## src/rtl/rxst_pkg.sv

```systemverilog
package rxst_pkg;

    // One stored character with its own error indications
    typedef struct packed {
        logic       brk;
        logic       frm;
        logic       par;
        logic [7:0] data;
    } rx_entry_t;

endpackage

```

## src/rtl/rxst_fifo.sv

```systemverilog
module rxst_fifo
    import rxst_pkg::*;
#(
    parameter int DEPTH = 64
) (
    input  logic                         clk,
    input  logic                         rst_n,
    input  logic                         push,
    input  rx_entry_t                    push_entry,
    input  logic                         pop,
    output rx_entry_t                    head,
    output logic                         empty,
    output logic                         full,
    output logic [$clog2(DEPTH+1)-1:0]   level
);
    localparam int AW = (DEPTH > 1) ? $clog2(DEPTH) : 1;
    localparam int CW = $clog2(DEPTH + 1);

    typedef struct packed {
        logic [AW-1:0] wr;
        logic [AW-1:0] rd;
        logic [CW-1:0] lvl;
    } ptr_t;

    ptr_t      ptr_d, ptr_q;
    rx_entry_t mem [DEPTH];

    always_comb begin
        ptr_d = ptr_q;
        if (push) begin
            ptr_d.wr = (ptr_q.wr == AW'(DEPTH - 1)) ? '0 : ptr_q.wr + 1'b1;
        end
        if (pop) begin
            ptr_d.rd = (ptr_q.rd == AW'(DEPTH - 1)) ? '0 : ptr_q.rd + 1'b1;
        end
        ptr_d.lvl = ptr_q.lvl + CW'(push) - CW'(pop);
    end

    always_ff @(posedge clk or negedge rst_n) begin
        if (!rst_n) begin
            ptr_q <= '0;
        end else begin
            ptr_q <= ptr_d;
        end
    end

    always_ff @(posedge clk) begin
        if (push) begin
            mem[ptr_q.wr] <= push_entry;
        end
    end

    assign empty = (ptr_q.lvl == '0);
    assign full  = (ptr_q.lvl == CW'(DEPTH));
    assign level = ptr_q.lvl;
    assign head  = empty ? '0 : mem[ptr_q.rd];


    lvl_bound_chk: assert property (@(posedge clk) disable iff (!rst_n)
        level <= CW'(DEPTH));

    no_push_full_chk: assert property (@(posedge clk) disable iff (!rst_n)
        full |-> !push);

    idle_empty_chk: assert property (@(posedge clk) disable iff (!rst_n)
        (empty && !push) |=> empty);

endmodule

```

## src/rtl/rxst_errcnt.sv

```systemverilog
module rxst_errcnt #(
    parameter int DEPTH = 64
) (
    input  logic                         clk,
    input  logic                         rst_n,
    input  logic                         inc,
    input  logic                         dec,
    output logic                         any_err,
    output logic [$clog2(DEPTH+1)-1:0]   err_cnt
);
    localparam int CW = $clog2(DEPTH + 1);

    typedef struct packed {
        logic [CW-1:0] cnt;
    } cnt_t;

    cnt_t cnt_d, cnt_q;

    always_comb begin
        cnt_d     = cnt_q;
        cnt_d.cnt = cnt_q.cnt + CW'(inc) - CW'(dec);
    end

    always_ff @(posedge clk or negedge rst_n) begin
        if (!rst_n) begin
            cnt_q <= '0;
        end else begin
            cnt_q <= cnt_d;
        end
    end

    assign err_cnt = cnt_q.cnt;
    assign any_err = (cnt_q.cnt != '0);


    no_underflow_chk: assert property (@(posedge clk) disable iff (!rst_n)
        (dec && !inc) |-> (err_cnt != '0));

endmodule

```

## src/rtl/rx_status_tracker.sv

```systemverilog
module rx_status_tracker
    import rxst_pkg::*;
#(
    parameter int DEPTH = 64
) (
    input  logic       clk,
    input  logic       rst_n,
    input  logic       rx_wr,
    input  logic [7:0] rx_byte,
    input  logic       rx_brk,
    input  logic       rx_frm,
    input  logic       rx_par,
    input  logic       host_pop,
    input  logic       host_stat_rd,
    input  logic       tx_hold_empty,
    input  logic       tx_shift_idle,
    output logic [7:0] rx_data,
    output logic [7:0] line_status
);
    localparam int CW = $clog2(DEPTH + 1);

    typedef struct packed {
        logic ovr;
    } top_st_t;

    top_st_t   st_d, st_q;
    rx_entry_t head, wr_entry;
    logic      empty, full, push_ok, pop_ok, any_err, wr_flagged, head_flagged;
    logic [CW-1:0] level, err_cnt;

    assign wr_flagged   = rx_brk | rx_frm | rx_par;
    assign head_flagged = head.brk | head.frm | head.par;
    assign push_ok      = rx_wr & ~full;
    assign pop_ok       = host_pop & ~empty;

    always_comb begin
        wr_entry.brk  = rx_brk;
        wr_entry.frm  = rx_frm;
        wr_entry.par  = rx_par;
        wr_entry.data = rx_brk ? 8'h00 : rx_byte;
    end

    rxst_fifo #(.DEPTH(DEPTH)) fifo_i (
        .clk        (clk),
        .rst_n      (rst_n),
        .push       (push_ok),
        .push_entry (wr_entry),
        .pop        (pop_ok),
        .head       (head),
        .empty      (empty),
        .full       (full),
        .level      (level)
    );

    rxst_errcnt #(.DEPTH(DEPTH)) errcnt_i (
        .clk     (clk),
        .rst_n   (rst_n),
        .inc     (push_ok & wr_flagged),
        .dec     (pop_ok & head_flagged),
        .any_err (any_err),
        .err_cnt (err_cnt)
    );

    always_comb begin
        st_d = st_q;
        if (rx_wr && full) begin
            st_d.ovr = 1'b1;
        end else if (host_stat_rd) begin
            st_d.ovr = 1'b0;
        end
    end

    always_ff @(posedge clk or negedge rst_n) begin
        if (!rst_n) begin
            st_q <= '0;
        end else begin
            st_q <= st_d;
        end
    end

    assign rx_data     = head.data;
    assign line_status = {any_err,
                          tx_hold_empty & tx_shift_idle,
                          tx_hold_empty,
                          head.brk, head.frm, head.par,
                          st_q.ovr,
                          ~empty};


    ovr_set_chk: assert property (@(posedge clk) disable iff (!rst_n)
        (rx_wr && full) |=> line_status[1]);

    ovr_clr_chk: assert property (@(posedge clk) disable iff (!rst_n)
        (host_stat_rd && !(rx_wr && full)) |=> !line_status[1]);

    err_within_lvl_chk: assert property (@(posedge clk) disable iff (!rst_n)
        err_cnt <= level);

    empty_no_err_chk: assert property (@(posedge clk) disable iff (!rst_n)
        !line_status[0] |-> !line_status[7]);

    empty_flags_chk: assert property (@(posedge clk) disable iff (!rst_n)
        !line_status[0] |-> (line_status[4:2] == 3'b000));

endmodule

```

## config.mk

```make
export PLATFORM = sky130hd
export DESIGN_NAME = rx_status_tracker
export DESIGN_NICKNAME = d
export VERILOG_FILES = /design/src/rtl/rxst_pkg.sv /design/src/rtl/rxst_fifo.sv /design/src/rtl/rxst_errcnt.sv /design/src/rtl/rx_status_tracker.sv
export SDC_FILE = /design/constraint.sdc
export NUM_CORES = 1
export LEC_CHECK = 0
export ABC_AREA = 1
export CAP_MARGIN = 20
export CELL_PAD_IN_SITES_DETAIL_PLACEMENT = 1
export CELL_PAD_IN_SITES_GLOBAL_PLACEMENT = 2
export CORE_UTILIZATION = 38
export CTS_BUF_LIST = sky130_fd_sc_hd__clkbuf_2
export DETAILED_ROUTE_END_ITERATION = 8
export DONT_BUFFER_PORTS = 1
export PLACE_DENSITY_LB_ADDON = 0.1
export SETUP_SLACK_MARGIN = 0.4
export SKIP_LAST_GASP = 1
export SLEW_MARGIN = 20
export SYNTH_ARGS = -nofsm -noshare
export SYNTH_HDL_FRONTEND = slang
export SYNTH_SLANG_ARGS = --single-unit
```

## constraint.sdc

```tcl
create_clock -name clk -period 4.6 [get_ports clk]
set_clock_uncertainty 0.2 [all_clocks]
set_input_delay 0.69 -clock clk [delete_from_list [all_inputs] [get_ports clk]]
set_output_delay 0.69 -clock clk [all_outputs]
set_load 0.03 [all_outputs]
```

[Word-level counts from Yosys, hierarchy flattened]
Memories as Yosys holds them, arrays and structs flattened.
Cells that the tools add are included.
Storage, ports and cells
  bits in registers: 27
  memory bits (writable): 704
  output and inout bits: 16
  memories: 1
Memories
  fifo_i.mem: depth 64, bits a word 11, rd ports 1, clocked after memory_dff 0, wr ports 1, RTL line rxst_fifo.sv:26  | rx_entry_t mem [DEPTH];
Operators by class
  add/sub/neg operators: 6
  eq/ne operators: 3
  mux-type cells: 8
  bitwise operators: 11
  reductions and logical operators: 4
Operators with widths (count)
  7-bit by 1-bit adder with 7-bit output: 2
  7-bit by 1-bit subtractor with 7-bit output: 2
  6-bit by 1-bit adder with 6-bit output (second input constant): 2
  6-bit == test (second input constant): 2
  6-bit 2-to-1 mux: 2
  11-bit 2-to-1 mux: 1
  8-bit 2-to-1 mux: 1
  7-bit == test (second input constant): 1
  7-bit zero test: 1
  7-bit nonzero test: 1
  1-bit AND: 5
  1-bit 2-to-1 mux: 4
  1-bit OR: 4
  1-bit NOT: 2
  2-bit nonzero test: 1
  1-bit logical AND: 1

[Logic depth before layout (Yosys ltp)]
Gate-level depths: netlist of run 1.
  depth after elaboration: 6
  gate-level depth with buffers: 27
  gate-level depth less buffers: 25

[Modules after synthesis]
Synthesis of run 1 repeated with hierarchy kept, for this count alone.
Unflattened totals
  cells, all modules: 2850
  area, all modules: 31237.5 µm²
By module, submodules not included
  rxst_fifo: instances 1, cells an instance 2747, area an instance 30508.0 µm²
  rxst_errcnt: instances 1, cells an instance 65, area an instance 539.3 µm²
  rx_status_tracker: instances 1, cells an instance 38, area an instance 190.2 µm²

[Worst setup path after synthesis of run 1]
No wires, ideal clock.
  path type: flip-flop to flip-flop
  start point: register fifo_i.ptr_q[7] (netlist bit)
  end point: register errcnt_i.cnt_q, in the netlist errcnt_i.err_cnt[6]
  library setup time: 0.126 ns
  data arrival time: 3.054 ns
  setup slack: 1.221 ns
  cell stages (with the launch flop): 26
  buffers on the path: 3
  period minus slack after synthesis: 3.379 ns
  cells stage by stage: dfrtp_1 -> buf_6 -> buf_8 -> buf_6 -> nor2_1 -> nor2_1 -> o21ai_1 -> nand3_1 -> nand3_1 -> nand2_1 -> nand2_1 -> nand2_1 -> nor2_1 -> nand3_1 -> nand2_1 -> inv_1 -> ha_1 -> inv_1 -> ha_1 -> inv_1 -> fa_1 -> o21ai_0 -> nand2_1 -> a21oi_1 -> nor2_1 -> xor2_1
RTL lines
  from (decl): RTL line rxst_fifo.sv:25  | ptr_t ptr_d, ptr_q;
  from (signal assigned): RTL line rxst_fifo.sv:43  | ptr_q <= ptr_d;
  to (signal assigned): RTL line rxst_errcnt.sv:28  | cnt_q <= cnt_d;
  to (decl): RTL line rxst_errcnt.sv:17  | cnt_t cnt_d, cnt_q;

[Worst setup path after layout of run 1]
  start point: register fifo_i.ptr_q[7] (netlist bit)
  end point: output port rx_data[7]
On the way
  cells in the longest elaborated chain, start to end: 2
RTL lines
  memory 64 x 11 bit
  11-bit 2-to-1 mux: RTL line rxst_fifo.sv:56  | assign head = empty ? '0 : mem[ptr_q.rd];
  to (decl): RTL line rx_status_tracker.sv:17  | output logic [7:0] rx_data,
No other way between the ends.

==> results_tabular.tex, run 1 <==
\begin{tabular}{lr}
\hline
Metric & Value \\
\hline
\multicolumn{2}{l}{\textbf{Run status}} \\
\quad Status & complete, no violations \\
\multicolumn{2}{l}{\textbf{Layout}} \\
\quad Most used cells in the layout excluding fill and tap cells & edfxtp\_1 (704), nor2\_1 (411), nand2\_1 (372) \\
\quad Area growth syn-to-layout & 22.3\% \\
\quad Leading cell type in the layout, fill and taps excluded & edfxtp\_1 \\
\quad Fraction of layout instances using a drive strength above 1 & between 20\% and 30\% \\
\quad Post-route standard cell area excluding fillers & between 30000 and 40000 um2 \\
\quad Finished Layout Cells & just over 4000 \\
\quad Final net count & 2933 \\
\multicolumn{2}{l}{\textbf{Synthesis}} \\
\quad Per-instance average area after synthesis & approximately 12 um2 \\
\quad Net count after synthesis & about 2600 \\
\quad Post-Synthesis Cell Area & 30400 um2 \\
\quad Post-synth EDFFs & 704 \\
\quad Synthesized flop and latch total & 731 \\
\quad Proportion of synthesized chip area in sequential cells & 71.8\% \\
\quad Number of unique standard cell types used by synthesis & 36 \\
\quad Yosys warning total & 0 \\
\quad Most used flip-flop cell after synthesis & edfxtp\_1 \\
\quad Fraction of registers with async set or reset after synthesis & under 10\% \\
\quad Gate count of the mapped netlist & 2541 \\
\multicolumn{2}{l}{\textbf{Power}} \\
\quad Pwr/cell area & approximately 610 nW/um2 \\
\quad Peak supply drop & 0.000313 V \\
\quad Clock Power Share & 20.5\% \\
\quad Static leakage & 13.9 nW \\
\quad Total net switching power & 9.13 mW \\
\quad Switch share & 40.6\% \\
\quad Portion of total power attributed to sequential cells & between 30\% and 40\% \\
\quad Combinational cell fraction of total power & 44.7\% \\
\quad Cell Int Power & 13.3 mW \\
\multicolumn{2}{l}{\textbf{Clock tree}} \\
\quad Clock Path Buffers & 3 \\
\quad Depth of the CTS H-tree & 4 \\
\quad Clk Latency, worst-skew pair & 1.41 ns \\
\quad Number of buffers created by CTS & 195 \\
\quad Clock transition at the registers of the reported paths & 0.10 ns \\
\quad Clock sink count & 731 \\
\quad CTS tree & built \\
\quad Master cell of the clock root buffer & clkbuf\_2 \\
\multicolumn{2}{l}{\textbf{Global routing}} \\
\quad Vias in the first global route & 22700 \\
\quad Antenna violations before repair & 5 \\
\quad Total routing usage reported by global routing & 25.7\% \\
\quad Global-route wire length before repair & between 150 and 200 mm \\
\quad Pin count of the biggest net entering global routing & 73 \\
\quad Overflow after GRT & 0 \\
\multicolumn{2}{l}{\textbf{Timing}} \\
\quad Total count of max-transition violations in the final report & 0 \\
\quad Fin crit share & 99.6\% \\
\quad Unrepaired setup endpoints after global routing & yes \\
\quad Pin slew with the least headroom to its limit & 1.11 ns \\
\quad Final setup viols & 0 \\
\quad Remaining max-slew budget at the tightest pin & 25.8\% \\
\quad FMAX & 218 MHz \\
\quad Fin crit period & around 4.6 ns \\
\quad Final hold violation count & 0 \\
\multicolumn{2}{l}{\textbf{Worst setup path}} \\
\quad CP cell instances & buf\_12 > clkinv\_16 > buf\_12 > buf\_12 > nor2\_4 > o211ai\_1 > nand3\_1 > nand4\_1 > nand3\_4 > a21oi\_4 > buf\_6 \\
\quad Slowest stage cell, crit path & dfrtp\_4 \\
\quad Startpoint-to-endpoint class of the critical path & register to output pin \\
\quad Required time of the critical path & 3.71 ns \\
\quad Endpoint kind of the worst setup timing path & output pin \\
\quad Maximum fanout along the worst path & 7 \\
\quad Kind of launch point of the worst setup path & register \\
\quad Dominant cell type by count on the critical path & buf\_12 \\
\quad CP peak stage delay & 0.52 ns \\
\quad CP Data Arrival Time & 3.69 ns \\
\quad Category of cells accounting for the largest share of critical-path delay & simple AND/OR/NAND/NOR gates \\
\quad CP bufs+invs & 5 \\
\multicolumn{2}{l}{\textbf{Floorplanning}} \\
\quad Number of I/O pins & 34 \\
\quad Die Y & around 280 um \\
\quad Number of placement rows & 103 \\
\quad Die area & 81000 um2 \\
\quad Starting density of the core & 38.4\% \\
\quad Width of the die & $\sim$280 um \\
\quad Core footprint & a little under 80000 um2 \\
\multicolumn{2}{l}{\textbf{Detailed routing}} \\
\quad DRT iter0 DRCs & 1522 \\
\quad Per-cell routed wire length & about 25 um \\
\quad Per-cell via count in the routed design & 5.30 \\
\quad Routed via count & 21600 \\
\quad Post-route DRC violation count & 0 \\
\quad Drt first pass iters & 5 \\
\quad Total wire length & 103 mm \\
\quad Post-route ant nets & 0 \\
\multicolumn{2}{l}{\textbf{Place}} \\
\quad Total placed instance area & approximately 32000 um2 \\
\quad DPL Wire Length & 56.7 mm \\
\quad Number of cells after detailed placement & 3614 \\
\quad IO buf count & 0 \\
\quad Routability Congestion & 0.785 \\
\multicolumn{2}{l}{\textbf{Run}} \\
\quad Max Cap Viol & 0 \\
\multicolumn{2}{l}{\textbf{Min path}} \\
\quad Worst hold-check path type & input pin to register \\
\hline
\end{tabular}
## flip-flops by register name, indices dropped and copies added (netlist names)
name and flops:
fifo_i.mem 704, fifo_i.ptr_q 12, errcnt_i.err_cnt 7, fifo_i.level 7, st_q 1
## kinds of logic (layout without fill, tap and decap cells)
kind of cell | after synthesis | in the layout | synth area share (%)
and+or+nand+nor | 1037 | 1037 | 13.7
xor gates and xnor gates | 16 | 16 | 0.461
adders and majority gates | 22 | 22 | 0.956
buffers and inverters | 278 | 762 | 4.75
DFF | 731 | 731 | 71.8
other | 0 | 2 | 0
AOI/OAI and AO/OA | 457 | 457 | 8.34
## metrics by stage
stage               hold slack, ns  TNS, ns  utilization [%]  setup WS (ns)  power [mW]
CTS                         0.0105    -1.40             46.4         -0.142        22.2
floorplan                    0.194        0                -           1.22        12.3
global route                 0.124    -1.08             47.0         -0.151        23.7
global placement             0.195  -0.0578             40.9        -0.0578        15.2
finish                       0.165        0             47.0         0.0172        22.5
detailed placement           0.195  -0.0756             40.9        -0.0756        15.3
## cell type report
type / instances / area, um2
fill: 8339 / 41900
sequential: 731 / 21800
multi-input combinational: 1532 / 7790
timing repair buffer: 302 / 3890
clock buffer: 295 / 1480
tap: 1050 / 1310
inverter: 128 / 527
clock inverter: 34 / 255
timing repair inverter: 3 / 41.3
antenna: 2 / 5.00
## synth_stat cells, types with 4 or more instances
cell type,instances,area share [%]
edfxtp_1,704,70
ha_1,20,0.82
buf_2,56,0.92
o211ai_1,56,1.4
nand2_1,403,5.0
inv_1,119,1.5
xor2_1,12,0.35
clkbuf_1,32,0.40
nand3_1,155,2.6
xnor2_1,4,0.12
dfrtp_1,27,2.2
clkinv_1,6,0.074
nor2_1,455,5.6
nand4_1,6,0.12
o21ai_1,71,1.2
o22ai_1,63,1.3
buf_6,24,0.89
or2_2,7,0.14
o221ai_1,4,0.12
a21oi_1,35,0.58
buf_1,4,0.049
o21ai_0,224,3.7
nor3_1,5,0.082
buf_4,32,0.79
## worst reg2reg max path: stages, from the launching register on
cell and delay, ns:
dfrtp_4 0.52, buf_6 0.15, buf_6 0.13, buf_6 0.13
clkinv_8 0.08, buf_8 0.13, nand2_1 0.07, nand3_1 0.06
nand3_1 0.08, nand2_1 0.12, nor2_4 0.07, nor2_4 0.17
nor2_1 0.08, nor2_2 0.16, buf_4 0.13, nand3_1 0.15
nand2_1 0.14, inv_1 0.06, ha_1 0.27, inv_1 0.06
ha_1 0.13, inv_1 0.07, fa_2 0.39, o21ai_2 0.19
nand2_1 0.07, a21oi_1 0.13, nor2_1 0.06, xor2_1 0.14
## power by group through the flow
| stage | combinational (mW) | clock, mW | sequential, mW |
|---|---|---|---|
| after global placement | 7.24 | 0 | 7.97 |
| after global routing | 10.7 | 5.06 | 7.87 |
| after floorplan | 4.43 | 0 | 7.88 |
| after detailed placement | 7.33 | 0 | 7.98 |
| final | 10.0 | 4.60 | 7.83 |
| after CTS | 9.58 | 4.77 | 7.83 |
## timing repair
item                                    4_1_cts  5_1_grt
hold buffers                                 34        0
gates cloned                                 30        2
endpoints found under the hold margin       764        0
resized for setup                           207      104
endpoints found under the setup margin       14       14
buffers inserted                             57        8
pin swaps                                    69       57
## metal layers
| metal | part of all wire (%) | global-route usage [%] | wire length [um] |
|---|---|---|---|
| met4 | 2.5 | 9.29 | 2640 |
| met3 | 5.9 | 5.36 | 6120 |
| met2 | 47 | 40.5 | 48500 |
| met5 | 0 | 0 | 0 |
| met1 | 45 | 35.0 | 46100 |
## final timing paths
check | from | end | slack [ns] | cells past startpoint
worst max-delay path | fifo_i.ptr_q[7] | rx_data[7] | 0.02 | 11
worst min-delay path | host_pop | fifo_i.ptr_q[10] | 0.16 | 5
worst max register to register | fifo_i.ptr_q[7] | errcnt_i.err_cnt[6] | 0.43 | 27
worst min register to register | fifo_i.level[0] | fifo_i.level[0] | 0.33 | 1
max in group asynchronous | rst_n | fifo_i.ptr_q[8] | 3.22 | 5
min in group asynchronous | rst_n | errcnt_i.err_cnt[2] | 0.69 | 5
(Power assumes the default switching activity.)
==> inputs of run 2 (changes only) <==
--- a/config.mk
+++ b/config.mk
@@ -9,7 +9,7 @@
 export CAP_MARGIN = 20
 export CELL_PAD_IN_SITES_DETAIL_PLACEMENT = 1
 export CELL_PAD_IN_SITES_GLOBAL_PLACEMENT = 2
-export CORE_UTILIZATION = 38
+export CORE_UTILIZATION = 46
 export CTS_BUF_LIST = sky130_fd_sc_hd__clkbuf_2
 export DETAILED_ROUTE_END_ITERATION = 8
 export DONT_BUFFER_PORTS = 1
==> run 2 against run 1 <==
  * The run now ends with negative setup slack left
  * Design area decreased by 1.8%
  * Via count increased by 0.86%
  * Die area decreased by 17%
  * Wire length decreased by 3.2%
  * Combinational power decreased by 5%
  * Setup slack got worse by 0.065 ns
  * Largest power group unchanged
==> results_tabular.tex, run 2 (same netlist as run 1, synthesis figures left out) <==
\begin{tabular}{lr}
\hline
Metric & Value \\
\hline
\multicolumn{2}{l}{\textbf{Run status}} \\
\quad Status & finished, violations left (was complete, no violations) \\
\quad Violations in the final reports & negative setup slack \\
\multicolumn{2}{l}{\textbf{Layout}} \\
\quad Final net count & 2894 (was 2933) \\
\quad Largest register FFs & 704 (unchanged) \\
\quad Post-route standard cell area excluding fillers & 36500 um2 (was 37100 um2) \\
\quad Most used cells in the layout excluding fill and tap cells & edfxtp\_1 (704), nor2\_1 (420), nand2\_1 (375) (was edfxtp\_1 (704), nor2\_1 (411), nand2\_1 (372)) \\
\quad Register name with the most flops & fifo\_i.mem (unchanged) \\
\quad Leading cell type in the layout, fill and taps excluded & edfxtp\_1 (unchanged) \\
\quad Fraction of layout instances using a drive strength above 1 & 23.1\% (was 24.3\%) \\
\quad Regs by FF count & fifo\_i.mem x704, fifo\_i.ptr\_q x12 (unchanged) \\
\quad Area growth syn-to-layout & 20.0\% (was 22.3\%) \\
\multicolumn{2}{l}{\textbf{Run}} \\
\quad Max Cap Viol & 0 (unchanged) \\
\multicolumn{2}{l}{\textbf{Clock tree}} \\
\quad Clock sink count & 731 (unchanged) \\
\quad CTS tree & built (unchanged) \\
\quad Clk Latency, worst-skew pair & 1.35 ns (was 1.41 ns) \\
\quad Number of buffers created by CTS & 188 (was 195) \\
\quad Clock transition at the registers of the reported paths & 0.12 ns (was 0.10 ns) \\
\quad Master cell of the clock root buffer & clkbuf\_2 (unchanged) \\
\quad Depth of the CTS H-tree & 4 (unchanged) \\
\quad Clock Path Buffers & 3 (unchanged) \\
\multicolumn{2}{l}{\textbf{Worst setup path}} \\
\quad Endpoint kind of the worst setup timing path & output pin (unchanged) \\
\quad Startpoint-to-endpoint class of the critical path & register to output pin (unchanged) \\
\quad CP peak stage delay & 0.53 ns (was 0.52 ns) \\
\quad CP bufs+invs & 5 (unchanged) \\
\quad Category of cells accounting for the largest share of critical-path delay & buffers and inverters (was simple AND/OR/NAND/NOR gates) \\
\quad CP cell instances & buf\_12 > clkinv\_16 > buf\_16 > buf\_12 > nor2\_1 > o211ai\_1 > nand3\_1 > nand4\_1 > nand3\_4 > a21oi\_4 > buf\_6 (was buf\_12 > clkinv\_16 > buf\_12 > buf\_12 > nor2\_4 > o211ai\_1 > nand3\_1 > nand4\_1 > nand3\_4 > a21oi\_4 > buf\_6) \\
\quad R2R Path Start & fifo\_i.ptr\_q[7] (unchanged) \\
\quad CP Data Arrival Time & 3.76 ns (was 3.69 ns) \\
\quad Reg2reg end & errcnt\_i.err\_cnt[6] (unchanged) \\
\quad Reg-to-reg setup timing slack & 0.50 ns (was 0.43 ns) \\
\quad Slowest stage cell, crit path & dfrtp\_4 (unchanged) \\
\quad Maximum fanout along the worst path & 12 (was 7) \\
\quad Worst r2r path cells & 25 (was 27) \\
\quad Required time of the critical path & 3.71 ns (about the same) \\
\quad Kind of launch point of the worst setup path & register (unchanged) \\
\quad Crit. path cell count & 11 (unchanged) \\
\quad Dominant cell type by count on the critical path & buf\_12 (unchanged) \\
\multicolumn{2}{l}{\textbf{Power}} \\
\quad Cell Int Power & 13.0 mW (was 13.3 mW) \\
\quad Static leakage & 13.6 nW (was 13.9 nW) \\
\quad Portion of total power attributed to sequential cells & 35.9\% (was 34.8\%) \\
\quad Pwr/cell area & 600 nW/um2 (was 606 nW/um2) \\
\quad Combinational cell fraction of total power & 43.6\% (was 44.7\%) \\
\quad Switch share & 40.7\% (was 40.6\%) \\
\quad Total net switching power & 8.89 mW (was 9.13 mW) \\
\quad Peak supply drop & 0.000439 V (was 0.000313 V) \\
\quad Clock Power Share & 20.5\% (about the same) \\
\multicolumn{2}{l}{\textbf{Detailed routing}} \\
\quad Per-cell via count in the routed design & 5.66 (was 5.30) \\
\quad DRT iter0 DRCs & 1943 (was 1522) \\
\quad Total wire length & 100 mm (was 103 mm) \\
\quad Per-cell routed wire length & 26.0 um (was 25.4 um) \\
\quad Drt first pass iters & 5 (unchanged) \\
\quad Post-route DRC violation count & 0 (unchanged) \\
\quad Post-route ant nets & 0 (unchanged) \\
\quad Routed via count & 21800 (was 21600) \\
\multicolumn{2}{l}{\textbf{Timing}} \\
\quad Unrepaired setup endpoints after global routing & yes (unchanged) \\
\quad Fin crit period & 4.65 ns (was 4.58 ns) \\
\quad Final Worst Setup Slack & -0.0476 ns (was 0.0172 ns) \\
\quad Post-Route Setup TNS & -0.0658 ns (was 0 ns) \\
\quad FMAX & 215 MHz (was 218 MHz) \\
\quad Total count of max-transition violations in the final report & 0 (unchanged) \\
\quad Fin crit share & 101\% (was 99.6\%) \\
\quad Final setup viols & 3 (was 0) \\
\quad Remaining max-slew budget at the tightest pin & 30.6\% (was 25.8\%) \\
\quad Pin slew with the least headroom to its limit & 1.04 ns (was 1.11 ns) \\
\quad Final hold violation count & 0 (unchanged) \\
\multicolumn{2}{l}{\textbf{Global routing}} \\
\quad Grt peak-use layer & met2 (unchanged) \\
\quad Total routing usage reported by global routing & 30.3\% (was 25.7\%) \\
\quad Routing usage on met1 & 40.1\% (was 35.0\%) \\
\quad Vias in the first global route & 23000 (was 22700) \\
\quad Antenna violations before repair & 5 (unchanged) \\
\quad GR Layer Usage met2 & 49.7\% (was 40.5\%) \\
\quad GRT met3 Usage & 5.51\% (was 5.36\%) \\
\quad Overflow after GRT & 0 (unchanged) \\
\quad Pin count of the biggest net entering global routing & 74 (was 73) \\
\quad Global-route wire length before repair & 147 mm (was 151 mm) \\
\multicolumn{2}{l}{\textbf{Floorplanning}} \\
\quad Die Y & 259 um (was 285 um) \\
\quad Core footprint & 64800 um2 (was 79000 um2) \\
\quad Die area & 67000 um2 (was 81000 um2) \\
\quad Number of placement rows & 93 (was 103) \\
\quad Width of the die & 259 um (was 285 um) \\
\quad Number of I/O pins & 34 (unchanged) \\
\quad Starting density of the core & 46.9\% (was 38.4\%) \\
\multicolumn{2}{l}{\textbf{Min path}} \\
\quad Depth of the worst hold-timing path & 2 (was 5) \\
\quad Worst hold path startpoint & rx\_par (was host\_pop) \\
\quad Worst hold-check path type & input pin to register (unchanged) \\
\quad End point of the worst hold path & fifo\_i.mem[58][8] (was fifo\_i.ptr\_q[10]) \\
\multicolumn{2}{l}{\textbf{Place}} \\
\quad DPL Wire Length & 53.3 mm (was 56.7 mm) \\
\quad IO buf count & 0 (unchanged) \\
\quad Routability Congestion & 0.825 (was 0.785) \\
\quad Total placed instance area & 31900 um2 (was 32300 um2) \\
\hline
\end{tabular}
==> run 2: cell type report <==
type | count | area [um2]
fill | 6716 | 28400
tap | 855 | 1070
clock inverter | 40 | 260
sequential | 731 | 21800
multi-input combinational | 1532 | 7810
antenna | 2 | 5.00
timing repair inverter | 3 | 48.8
clock buffer | 286 | 1430
inverter | 128 | 523
timing repair buffer | 270 | 3470
==> run 2: how the worst max path moves through the flow <==
stage | from | end | slack (ns)
floorplan | fifo_i.ptr_q[7] | errcnt_i.err_cnt[6] | 1.22
global placement | fifo_i.ptr_q[7] | errcnt_i.err_cnt[6] | 0.1
detailed placement | fifo_i.ptr_q[7] | errcnt_i.err_cnt[6] | 0.04
CTS | fifo_i.ptr_q[7] | rx_data[2] | -0.14
global route | fifo_i.ptr_q[7] | rx_data[7] | -0.17
finish | fifo_i.ptr_q[7] | rx_data[7] | -0.05
==> run 2: worst reg2reg max path, stage by stage, from the launching register on <==
cell and delay [ns]:
dfrtp_4 0.53, buf_12 0.19, buf_4 0.16, bufbuf_16 0.28
nor2_1 0.14, nor2_1 0.06, o21ai_1 0.11, nand3_1 0.13
nand3_1 0.12, nand2_1 0.08, nand2_2 0.10, nand2_4 0.09
nor2_4 0.15, nand3_4 0.11, nand2_1 0.08, inv_1 0.07
ha_1 0.27, inv_1 0.06, ha_1 0.13, inv_1 0.06
fa_2 0.35, o21ai_2 0.16, nand2_1 0.08, a21oi_2 0.13
nor2_1 0.05, xor2_1 0.13
==> run 2: through the flow <==
step	std cells	util, %	setup WS [ns]	power (mW)	hold slack [ns]
3_5_place_dp	3397	49.2	0.0444	14.9	0.195
4_1_cts	3838	55.7	-0.137	21.5	0.0674
2_1_floorplan	2541	-	1.22	12.3	0.194
3_3_place_gp	3396	49.1	0.0994	14.8	0.195
5_1_grt	3847	56.2	-0.173	22.9	0.140
6_report	3847	56.2	-0.0476	21.9	0.234
==> run 2: metal layers <==
layer	routed length, um	up-vias
li1	-	9701
met1	41900	11100
met2	48800	783
met3	6270	175
met4	3060	0
met5	0	-
==> run 2: power by group through the flow <==
stage | registers, mW | clock network (mW) | logic, mW
after floorplan | 7.88 | 0 | 4.43
after global placement | 7.96 | 0 | 6.83
after detailed placement | 7.98 | 0 | 6.96
after CTS | 7.83 | 4.57 | 9.14
after global routing | 7.87 | 4.89 | 10.1
final | 7.84 | 4.48 | 9.54
==> run 2: timing repair <==
action / CTS / global route
buffers inserted: 55 / 3
pin swaps: 90 / 59
endpoints found under the setup margin: 14 / 13
endpoints found under the hold margin: 764 / 0
gates resized for setup: 216 / 58
hold buffers: 29 / 0
gates cloned: 31 / 4
